### src/rtl/rsf_pkg.sv
package rsf_pkg;
  typedef struct packed {
    logic ovf;
    logic unf;
    logic dpar;
    logic mis;
    logic len_err;
    logic oob;
  } rsf_flags_t;

  function automatic logic [7:0] rsf_status(input rsf_flags_t f);
    logic [7:0] b;
    b = {1'b0, f.ovf, f.unf, f.dpar, f.mis, 1'b0, f.len_err, f.oob};
    b[7] = ^b[6:0];
    return b;
  endfunction
endpackage

### src/rtl/rsf_sync.sv
module rsf_sync #(
  parameter int W = 3,
  parameter int STAGES = 2,
  parameter logic [W-1:0] RST_VAL = '0
) (
  input  logic         clk,
  input  logic         rst_n,
  input  logic [W-1:0] d,
  output logic [W-1:0] q
);
  logic [W-1:0] stg [STAGES];

  for (genvar g = 0; g < STAGES; g++) begin : g_stage
    if (g == 0) begin : g_first
      always_ff @(posedge clk or negedge rst_n)
        if (!rst_n) stg[g] <= RST_VAL;
        else        stg[g] <= d;
    end else begin : g_next
      always_ff @(posedge clk or negedge rst_n)
        if (!rst_n) stg[g] <= RST_VAL;
        else        stg[g] <= stg[g-1];
    end
  end

  assign q = stg[STAGES-1];
endmodule

### src/rtl/rsf_frame.sv
module rsf_frame #(
  parameter int ADDR_W = 11,
  parameter int DATA_W = 32,
  parameter int STAT_W = 8,
  localparam int CMD_BITS = 2 * ADDR_W + 2,
  localparam int FRAME_BITS = CMD_BITS + STAT_W + DATA_W,
  localparam int CNT_W = $clog2(FRAME_BITS + 2)
) (
  input  logic                clk,
  input  logic                rst_n,
  input  logic                sel_n_s,
  input  logic                sck_s,
  input  logic                mosi_s,
  input  logic [STAT_W-1:0]   status_in,
  input  logic [DATA_W-1:0]   tx_word,
  output logic                f_start,
  output logic                f_stop,
  output logic                cmd_ready,
  output logic [CMD_BITS-1:0] cmd,
  output logic [DATA_W-1:0]   rx_word,
  output logic [CNT_W-1:0]    bit_cnt,
  output logic                miso,
  output logic                miso_en
);
  localparam int SI_W = $clog2(STAT_W);
  localparam int DI_W = $clog2(DATA_W);
  localparam logic [CNT_W-1:0] C_CMD   = CNT_W'(CMD_BITS);
  localparam logic [CNT_W-1:0] C_DAT   = CNT_W'(CMD_BITS + STAT_W);
  localparam logic [CNT_W-1:0] C_FRAME = CNT_W'(FRAME_BITS);
  localparam logic [CNT_W-1:0] C_SAT   = CNT_W'(FRAME_BITS + 1);

  logic sck_q, sel_q, rise, fall;
  logic [STAT_W-1:0] stat_q;
  logic [CNT_W-1:0] s_off, d_off;
  logic tx_bit;

  assign rise    = sck_s & ~sck_q & ~sel_n_s;
  assign fall    = ~sck_s & sck_q & ~sel_n_s;
  assign f_start = sel_q & ~sel_n_s;
  assign f_stop  = ~sel_q & sel_n_s;
  assign miso_en = ~sel_n_s;

  assign s_off = C_DAT - 1'b1 - bit_cnt;
  assign d_off = C_FRAME - 1'b1 - bit_cnt;

  always_comb begin
    tx_bit = 1'b0;
    if (bit_cnt >= C_CMD && bit_cnt < C_DAT)
      tx_bit = stat_q[s_off[SI_W-1:0]];
    else if (bit_cnt >= C_DAT && bit_cnt < C_FRAME)
      tx_bit = tx_word[d_off[DI_W-1:0]];
  end

  always_ff @(posedge clk or negedge rst_n) begin
    if (!rst_n) begin
      sck_q     <= 1'b0;
      sel_q     <= 1'b1;
      bit_cnt   <= '0;
      cmd       <= '0;
      rx_word   <= '0;
      stat_q    <= '0;
      miso      <= 1'b0;
      cmd_ready <= 1'b0;
    end else begin
      sck_q     <= sck_s;
      sel_q     <= sel_n_s;
      cmd_ready <= rise && (bit_cnt == C_CMD - 1'b1);
      if (f_start) begin
        bit_cnt <= '0;
        cmd     <= '0;
        rx_word <= '0;
        stat_q  <= status_in;
        miso    <= 1'b0;
      end else if (rise) begin
        if (bit_cnt != C_SAT) bit_cnt <= bit_cnt + 1'b1;
        if (bit_cnt < C_CMD)
          cmd <= {cmd[CMD_BITS-2:0], mosi_s};
        else if (bit_cnt >= C_DAT && bit_cnt < C_FRAME)
          rx_word <= {rx_word[DATA_W-2:0], mosi_s};
      end else if (fall) begin
        miso <= tx_bit;
      end else if (sel_n_s) begin
        miso <= 1'b0;
      end
    end
  end
endmodule

### src/rtl/rsf_ctrl.sv
module rsf_ctrl
  import rsf_pkg::*;
#(
  parameter int ADDR_W = 11,
  parameter int DATA_W = 32,
  parameter int STAT_W = 8,
  parameter logic [ADDR_W-1:0] REG_TOP   = 11'h3FF,
  parameter logic [ADDR_W-1:0] LOCK_ADDR = 11'h325,
  parameter logic [ADDR_W-1:0] RST_ADDR  = 11'h322,
  parameter logic [DATA_W-1:0] RST_KEY   = 32'h8100_0000,
  localparam int CMD_BITS = 2 * ADDR_W + 2,
  localparam int FRAME_BITS = CMD_BITS + STAT_W + DATA_W,
  localparam int CNT_W = $clog2(FRAME_BITS + 2)
) (
  input  logic                clk,
  input  logic                rst_n,
  input  logic                f_start,
  input  logic                f_stop,
  input  logic                cmd_ready,
  input  logic [CMD_BITS-1:0] cmd,
  input  logic [DATA_W-1:0]   rx_word,
  input  logic [CNT_W-1:0]    bit_cnt,
  input  logic                fifo_ovf,
  input  logic                fifo_unf,
  input  logic [DATA_W-1:0]   reg_rdata,
  output logic [ADDR_W-1:0]   reg_addr,
  output logic                reg_rd,
  output logic                reg_wr,
  output logic [DATA_W-1:0]   reg_wdata,
  output logic                rst_req,
  output logic                locked,
  output logic [DATA_W-1:0]   tx_word,
  output logic [STAT_W-1:0]   status
);
  localparam logic [CNT_W-1:0] C_CMD   = CNT_W'(CMD_BITS);
  localparam logic [CNT_W-1:0] C_FRAME = CNT_W'(FRAME_BITS);

  logic [ADDR_W-1:0] c_addr, c_naddr;
  logic c_dir, c_ndir, c_match, c_oob;
  logic dir_q, match_q, oob_q, clean;
  logic acc_ovf, acc_unf;
  logic [DATA_W-1:0] lock_q;
  rsf_flags_t prev;

  assign c_addr  = cmd[CMD_BITS-1 -: ADDR_W];
  assign c_dir   = cmd[ADDR_W+1];
  assign c_naddr = cmd[ADDR_W:1];
  assign c_ndir  = cmd[0];
  assign c_match = (c_naddr == ~c_addr) && (c_ndir == ~c_dir);
  assign locked  = lock_q[DATA_W-1];
  assign c_oob   = (c_addr > REG_TOP) || (!c_dir && locked && c_addr != LOCK_ADDR);
  assign clean   = (bit_cnt == C_FRAME) && match_q && !dir_q && !oob_q;

  always_comb begin
    rsf_flags_t f;
    f = prev;
    f.ovf = acc_ovf;
    f.unf = acc_unf;
    status = rsf_status(f);
  end

  always_ff @(posedge clk or negedge rst_n) begin
    if (!rst_n) begin
      reg_addr  <= '0;
      reg_rd    <= 1'b0;
      reg_wr    <= 1'b0;
      reg_wdata <= '0;
      rst_req   <= 1'b0;
      tx_word   <= '0;
      dir_q     <= 1'b0;
      match_q   <= 1'b0;
      oob_q     <= 1'b0;
      acc_ovf   <= 1'b0;
      acc_unf   <= 1'b0;
      lock_q    <= '0;
      prev      <= '0;
    end else begin
      reg_rd  <= 1'b0;
      reg_wr  <= 1'b0;
      rst_req <= 1'b0;
      if (f_start) begin
        acc_ovf <= fifo_ovf;
        acc_unf <= fifo_unf;
      end else begin
        acc_ovf <= acc_ovf | fifo_ovf;
        acc_unf <= acc_unf | fifo_unf;
      end
      if (f_start) begin
        dir_q   <= 1'b0;
        match_q <= 1'b0;
        oob_q   <= 1'b0;
        tx_word <= '0;
      end else if (cmd_ready) begin
        reg_addr <= c_addr;
        dir_q    <= c_dir;
        match_q  <= c_match;
        oob_q    <= c_match && c_oob;
        tx_word  <= '0;
        if (c_match && c_dir && !c_oob) begin
          if (c_addr == LOCK_ADDR)     tx_word <= lock_q;
          else if (c_addr != RST_ADDR) reg_rd  <= 1'b1;
        end
      end else if (reg_rd) begin
        tx_word <= reg_rdata;
      end
      if (f_stop) begin
        prev.len_err <= (bit_cnt != C_FRAME);
        prev.mis     <= (bit_cnt >= C_CMD) && !match_q;
        prev.oob     <= oob_q;
        prev.dpar    <= dir_q ? ^tx_word : ^rx_word;
        reg_wdata    <= rx_word;
        if (clean) begin
          if (reg_addr == LOCK_ADDR)     lock_q  <= rx_word;
          else if (reg_addr == RST_ADDR) rst_req <= (rx_word == RST_KEY);
          else                           reg_wr  <= 1'b1;
        end
      end
    end
  end
endmodule

### src/rtl/rsf_spi_slave.sv
module rsf_spi_slave #(
  parameter int ADDR_W = 11,
  parameter int DATA_W = 32,
  parameter int STAT_W = 8,
  parameter int SYNC_STAGES = 2,
  parameter logic [ADDR_W-1:0] REG_TOP   = 11'h3FF,
  parameter logic [ADDR_W-1:0] LOCK_ADDR = 11'h325,
  parameter logic [ADDR_W-1:0] RST_ADDR  = 11'h322,
  parameter logic [DATA_W-1:0] RST_KEY   = 32'h8100_0000
) (
  input  logic              clk,
  input  logic              rst_n,
  input  logic              spi_sel_n,
  input  logic              spi_sck,
  input  logic              spi_mosi,
  output logic              spi_miso,
  output logic              spi_miso_en,
  input  logic              fifo_ovf,
  input  logic              fifo_unf,
  output logic [ADDR_W-1:0] reg_addr,
  output logic              reg_rd,
  output logic              reg_wr,
  output logic [DATA_W-1:0] reg_wdata,
  input  logic [DATA_W-1:0] reg_rdata,
  output logic              rst_req
);
  localparam int CMD_BITS = 2 * ADDR_W + 2;
  localparam int FRAME_BITS = CMD_BITS + STAT_W + DATA_W;
  localparam int CNT_W = $clog2(FRAME_BITS + 2);

  logic [2:0] pins_s;
  logic f_start, f_stop, cmd_ready, lock_on;
  logic [CMD_BITS-1:0] cmd;
  logic [DATA_W-1:0] rx_word, tx_word;
  logic [CNT_W-1:0] bit_cnt;
  logic [STAT_W-1:0] status;

  rsf_sync #(.W(3), .STAGES(SYNC_STAGES), .RST_VAL(3'b100)) u_sync (
    .clk(clk), .rst_n(rst_n), .d({spi_sel_n, spi_sck, spi_mosi}), .q(pins_s)
  );

  rsf_frame #(.ADDR_W(ADDR_W), .DATA_W(DATA_W), .STAT_W(STAT_W)) u_frame (
    .clk(clk), .rst_n(rst_n),
    .sel_n_s(pins_s[2]), .sck_s(pins_s[1]), .mosi_s(pins_s[0]),
    .status_in(status), .tx_word(tx_word),
    .f_start(f_start), .f_stop(f_stop), .cmd_ready(cmd_ready),
    .cmd(cmd), .rx_word(rx_word), .bit_cnt(bit_cnt),
    .miso(spi_miso), .miso_en(spi_miso_en)
  );

  rsf_ctrl #(
    .ADDR_W(ADDR_W), .DATA_W(DATA_W), .STAT_W(STAT_W), .REG_TOP(REG_TOP),
    .LOCK_ADDR(LOCK_ADDR), .RST_ADDR(RST_ADDR), .RST_KEY(RST_KEY)
  ) u_ctrl (
    .clk(clk), .rst_n(rst_n), .f_start(f_start), .f_stop(f_stop),
    .cmd_ready(cmd_ready), .cmd(cmd), .rx_word(rx_word), .bit_cnt(bit_cnt),
    .fifo_ovf(fifo_ovf), .fifo_unf(fifo_unf), .reg_rdata(reg_rdata),
    .reg_addr(reg_addr), .reg_rd(reg_rd), .reg_wr(reg_wr),
    .reg_wdata(reg_wdata), .rst_req(rst_req), .locked(lock_on),
    .tx_word(tx_word), .status(status)
  );
endmodule

### config.mk
export PLATFORM = sky130hd
export DESIGN_NAME = rsf_spi_slave
export DESIGN_NICKNAME = d
export VERILOG_FILES = /design/src/rtl/rsf_pkg.sv /design/src/rtl/rsf_sync.sv /design/src/rtl/rsf_frame.sv /design/src/rtl/rsf_ctrl.sv /design/src/rtl/rsf_spi_slave.sv
export SDC_FILE = /design/constraint.sdc
export NUM_CORES = 1
export LEC_CHECK = 0
export ABC_CLOCK_PERIOD_IN_PS = 2900
export BUFFER_PORTS_ARGS = -buffer_cell sky130_fd_sc_hd__buf_2
export CAP_MARGIN = 30
export CELL_PAD_IN_SITES_DETAIL_PLACEMENT = 1
export CELL_PAD_IN_SITES_GLOBAL_PLACEMENT = 2
export CORE_MARGIN = 5
export CORE_UTILIZATION = 39
export CTS_CLUSTER_DIAMETER = 30
export CTS_CLUSTER_SIZE = 30
export DETAILED_ROUTE_END_ITERATION = 10
export PLACE_DENSITY = 0.79
export SLEW_MARGIN = 20
export SYNTH_ARGS = -nofsm -noshare
export SYNTH_HDL_FRONTEND = slang
export SYNTH_HIERARCHICAL = 1
export SYNTH_SLANG_ARGS = --single-unit
### constraint.sdc
create_clock -name clk -period 2.9 [get_ports clk]
set_input_delay 0.29 -clock clk [delete_from_list [all_inputs] [get_ports clk]]
set_output_delay 0.29 -clock clk [all_outputs]
set_load 0.05 [all_outputs]
**Yosys cells after proc, flatten, opt, wreduce, memory -nomap -nowiden**

Index checks and enable logic that the tools add are counted.

- Muxes and demuxes: 47
- Bitwise logic cells: 15
- Equal/unequal tests: 14
- Reduce and logical (&&, ||, !) cells: 35
- Magnitude comparators: 8
- Add/sub/neg operators: 3

Operators by type and width:

| operator | number |
|---|---|
| two-way mux 32 bit | 9 |
| two-way mux 24 bit | 3 |
| XOR reduction 32 bit | 2 |
| equality test 11 x 10 -> 1 bit (second input constant) | 3 |
| equality test 32 bit (second input constant) | 1 |
| two-way mux 1 bit | 30 |
| != test 11 x 10 -> 1 bit (second input constant) | 2 |
| two-way mux 7 bit | 3 |
| != test 7 bit (second input constant) | 2 |
| logical AND 1 bit | 13 |
| equality test 11 bit | 1 |
| > comparator 11 x 10 -> 1 bit (second input constant) | 1 |
| NOT 11 bit | 1 |
| nonzero test 2 bit | 5 |
| AND reduction 2 bit | 4 |
| adder 7 x 1 -> 7 bit (second input constant) | 1 |
| equality test 7 x 5 -> 1 bit (second input constant) | 1 |
| equality test 7 bit (second input constant) | 1 |
| >= comparator 7 x 5 -> 1 bit (second input constant) | 1 |
| >= comparator 7 x 6 -> 1 bit (second input constant) | 1 |
| less-than comparator 7 x 5 -> 1 bit (second input constant) | 1 |
| less-than comparator 7 x 6 -> 1 bit (second input constant) | 1 |
| less-than comparator 7 bit (second input constant) | 1 |
| XOR reduction 7 bit | 1 |
| other kinds (15) | 33 |

- Output and inout bits: 48
- Input bits: 39
- Word-level logic and storage cells: 148
- Flip-flop bits (word level): 199

**Logic depth before layout (Yosys ltp)**

- Depth in word-level cells: 9
- Mapped depth: 12
- Gate-level depth less buffers: 9

**By module**

The synthesis kept the hierarchy.

Modules (own cells, without submodules):

| module | area each (µm²) | cells each | instances | seq. area each (µm²) |
|---|---|---|---|---|
| rsf_ctrl | 5936.9 | 515 | 1 | 2977.9 |
| rsf_frame | 3429.5 | 367 | 1 | 1878.1 |
| rsf_sync | 175.2 | 9 | 1 | 152.6 |

**Worst setup path after synthesis**

Ideal clock, no wire load.

- Path kind: register -> register
- From: reg u_sync.stg (netlist bit u_sync/q[2])
- To: reg u_ctrl.lock_q[0]
- Library setup time: 0.125 ns
- Slack: 0.339 ns
- Data required time: 2.775 ns
- Buffers on the path: 2
- Arrival: 2.436 ns
- Cell stages (with the launch flop): 9
- Clock period less this slack: 2.561 ns
- Path through: dfstp_2 > buf_4 > inv_1 > nor2_1 > nor4bb_1 > nand4_4 > nor2_8 > buf_12 > mux2_4

- Longest elaborated chain between the ends: 2

RTL lines:

| element | RTL line | RTL |
|---|---|---|
| from (decl) | rsf_sync.sv:11 | `logic [W-1:0] stg [STAGES];` |
| from (signal, indexed assignment) | rsf_sync.sv:21 | `else stg[g] <= stg[g-1];` |
| bitwise AND 1 bit | rsf_frame.sv:40 | `assign f_stop = ~sel_q & sel_n_s;` |
| named net f_stop | rsf_spi_slave.sv:32 | `logic f_start, f_stop, cmd_ready, lock_on;` |
| AND reduction 3 bit (no line) | - |  |
| to (signal assigned) | rsf_ctrl.sv:113 | `if (reg_addr == LOCK_ADDR) lock_q <= rx_word;` |
| to (decl) | rsf_ctrl.sv:42 | `logic [DATA_W-1:0] lock_q;` |

The timed path passes the listed nets, and every way through them passes these cells.
A chain may end at the register's enable or synchronous reset.

**Worst setup path in the final report**

- From: reg u_sync.stg (netlist bit u_sync/q[2])
- To: reg u_ctrl.lock_q[3]

Same word-level chain as after synthesis.

==> run metrics <==
status=complete, no violations; Setup CP Type=flop to flop; Slew Limit Fails=0; Worst Reg-to-Reg Cells=7; critical path required time=about 3.2 ns; Hold Crit Endpoint=u_ctrl/acc_ovf; prevailing post-synth register cell=dfrtp_1; DR pass1 iterations=5; startpoint type of the worst setup path=flop; unrepaired setup endpoints after global routing=no; CTS tree=yes; most frequent cell after synthesis=dfrtp_1; combined area of the multi-input logic cells=slightly above 4000 µm²; Area contributors post-synth=dfrtp_1, nand2_1, mux2_2; critical path peak fanout=11; clk buf depth=2; Die Wd=166.4 µm; register area=5009 µm²; Fmax=389.9 MHz; initial antenna violation count=0; IO Pins=87; Post-CTS Resized=0; num rows=between 50 and 60; Routed Antenna Nets=0; Synth top area share=0.5167; Port Buffers=86; Seq cells post-synth=200; Yosys cell types=57; GRT Overall Usage=0.1842; Post-synth EDFFs=0; max-cap viol count=0; P per Cell Area=about 550 nW/µm²; worst r2r src=u_sync/q[2]; Die H=roughly 170 µm; Critical Path Sink Type=flop; setup slack after layout=0.3354 ns; grt total ovfl=0; most instantiated cells after synthesis=dfrtp_1, nand2_1, a21oi_1, xnor2_1, nor2_1; Core ar.=between 20000 and 25000 µm²; die area=between 20000 and 30000 µm²; Netlist Area Pre-Place=9542 µm²; crit path DAT=2.89 ns; Peak VDD IR=around 290 µV; Area Growth Syn to Fin=14.66%; total CTS buffers=17; Period minus WS final=2.565 ns; leak pwr=4.988 nW; Syn Area/Cell=10.71 µm²; number of H-tree levels=4; hpwl dp=about 17 mm; Place WS=0.4007 ns; mean routed wirelength per cell=approximately 19 µm; Tcrit/Tclk final=0.8844; pin count of the biggest net entering global routing=between 60 and 70; Clock Skew=between 0.01 and 0.015 ns; RePlAce Congestion=a little over 0.8; vias in the first global route=just over 7000; fillers=about 2700; Rel. slew slack=0.4611; first-pass GRT wire length=between 40 and 50 mm; hold depth=2; number of nets produced by synthesis=roughly 950; detail-routed via count per cell=5.100; Cells after Synth=891; reg-to-reg endpoint=u_ctrl/lock_q[3]; Seq/Total Area, Yosys=0.5249; Ys Warns=6; Tightest Pin Transition=slightly above 0.8 ns; reg2reg setup slack=between 0.3 and 0.4 ns; CTS clk-pin slew, worst paths=~0.080 ns; vias=6666; Hold Crit Class=primary input to flop; starting DRC count in detailed routing=around 320; Final Hold Fails=0; Min-Delay Startpoint=fifo_ovf; total power draw=just over 6 mW; DP Cell Count=approximately 1300; setup TNS=0 ns; Synth async-reset ratio=1.000; number of diodes=0; starting density of the core=0.3947; cell accounting for the most synthesized area=dfrtp_1; setup violators final=0; final cell count without fillers=about 1300; WL final=approximately 25 mm; clock sinks=200; CTS Root Cell=clkbuf_16; DRC=0; share of cells above drive strength 1=0.2482; nets=1027; Clock Latency Late Sink=0.44 ns
worst max-delay path, cell delays in order, from the launching register on:
cell      delay [ns]
dfstp_2         0.58
inv_1           0.10
nor2_4          0.12
nor4bb_1        0.66
nand4_4         0.21
nor2_8          0.17
buf_4           0.26
mux2_1          0.34
layout make-up:
type	instances	area share
Clock buffer	17	0.03888
Clock inverter	15	0.01407
Inverter	40	0.01372
Multi-Input combinational cell	600	0.3761
Sequential cell	200	0.4578
Tap cell	324	0.03705
Timing Repair Buffer	111	0.06233
per-layer routing:
layer,share of wire,global-route usage
met1,0.48,0.2612
met3,0.034,0.03484
met5,0,0
met4,0.013,0.04482
met2,0.47,0.2948
stage by stage:
step | hold slack [ns] | util | instance area [µm²]
global placement | 0.2911 | 0.4263 | 10310
detailed placement | 0.2898 | 0.4263 | 10310
CTS | 0.01608 | 0.4519 | 10930
floorplan | -0.005591 | - | 9542
global route | 0.02302 | 0.4525 | 10940
finish | 0.03184 | 0.4525 | 10940
kinds of logic (layout without fill, tap and decap cells):
kind of cell | Yosys count | after routing | share of synthesized area
buffers and inverters | 91 | 183 | 0.04576
flip-flops | 200 | 200 | 0.5249
XOR/XNOR | 69 | 69 | 0.06334
AO/OA/AOI/OAI | 136 | 136 | 0.07579
multiplexers | 92 | 92 | 0.1294
other | 1 | 1 | 0.0003930
adder cells (fa/ha/maj) | 18 | 18 | 0.02360
AND/OR/NAND/NOR | 284 | 284 | 0.1368
power by group:
| part | switching, mW | internal (mW) | leakage [nW] |
|---|---|---|---|
| clock | 1.18 | 1.23 | 0.287 |
| sequential | 0.0949 | 2.86 | 2.68 |
| combinational | 0.355 | 0.324 | 2.02 |
| total | 1.63 | 4.41 | 4.99 |
how the worst max path moves through the flow:
stage	startpoint	endpoint	depth (start not counted)
after floorplan	u_sync/q[2]	u_ctrl/lock_q[0]	8
after global placement	u_sync/q[2]	u_ctrl/lock_q[3]	7
after detailed placement	u_sync/q[2]	u_ctrl/lock_q[3]	7
after CTS	u_sync/q[2]	u_ctrl/lock_q[3]	7
after global routing	u_sync/q[2]	u_ctrl/lock_q[2]	7
final	u_sync/q[2]	u_ctrl/lock_q[3]	7
cells in the final DEF (no fill, tap or decap), drive strengths merged, types with 18 or more instances in the layout:
cell / n
dfrtp: 197
nand2: 175
buf: 106
a21oi: 85
mux2: 81
xnor2: 60
nor2: 53
inv: 50
o21ai: 34
ha: 18
clkbuf: 18
sequential cells by signal (all words and copies together), names as in the netlist, 3 cells and up:
signal            cells
u_frame/bit_cnt       7
u_ctrl/reg_wdata     32
u_frame/rx_word      32
u_ctrl/status         4
u_ctrl/lock_q        32
u_sync/q              3
u_frame/cmd          24
u_sync/stg            3
u_ctrl/tx_word       32
u_ctrl/reg_addr      11
u_frame/stat_q        8
repair_timing:
action / 4_1_cts / 5_1_grt
setup buffers: 0 / 0
hold endpoints to repair: 54 / 0
hold buffers: 4 / 0
Power figures use the tool's default switching activity.
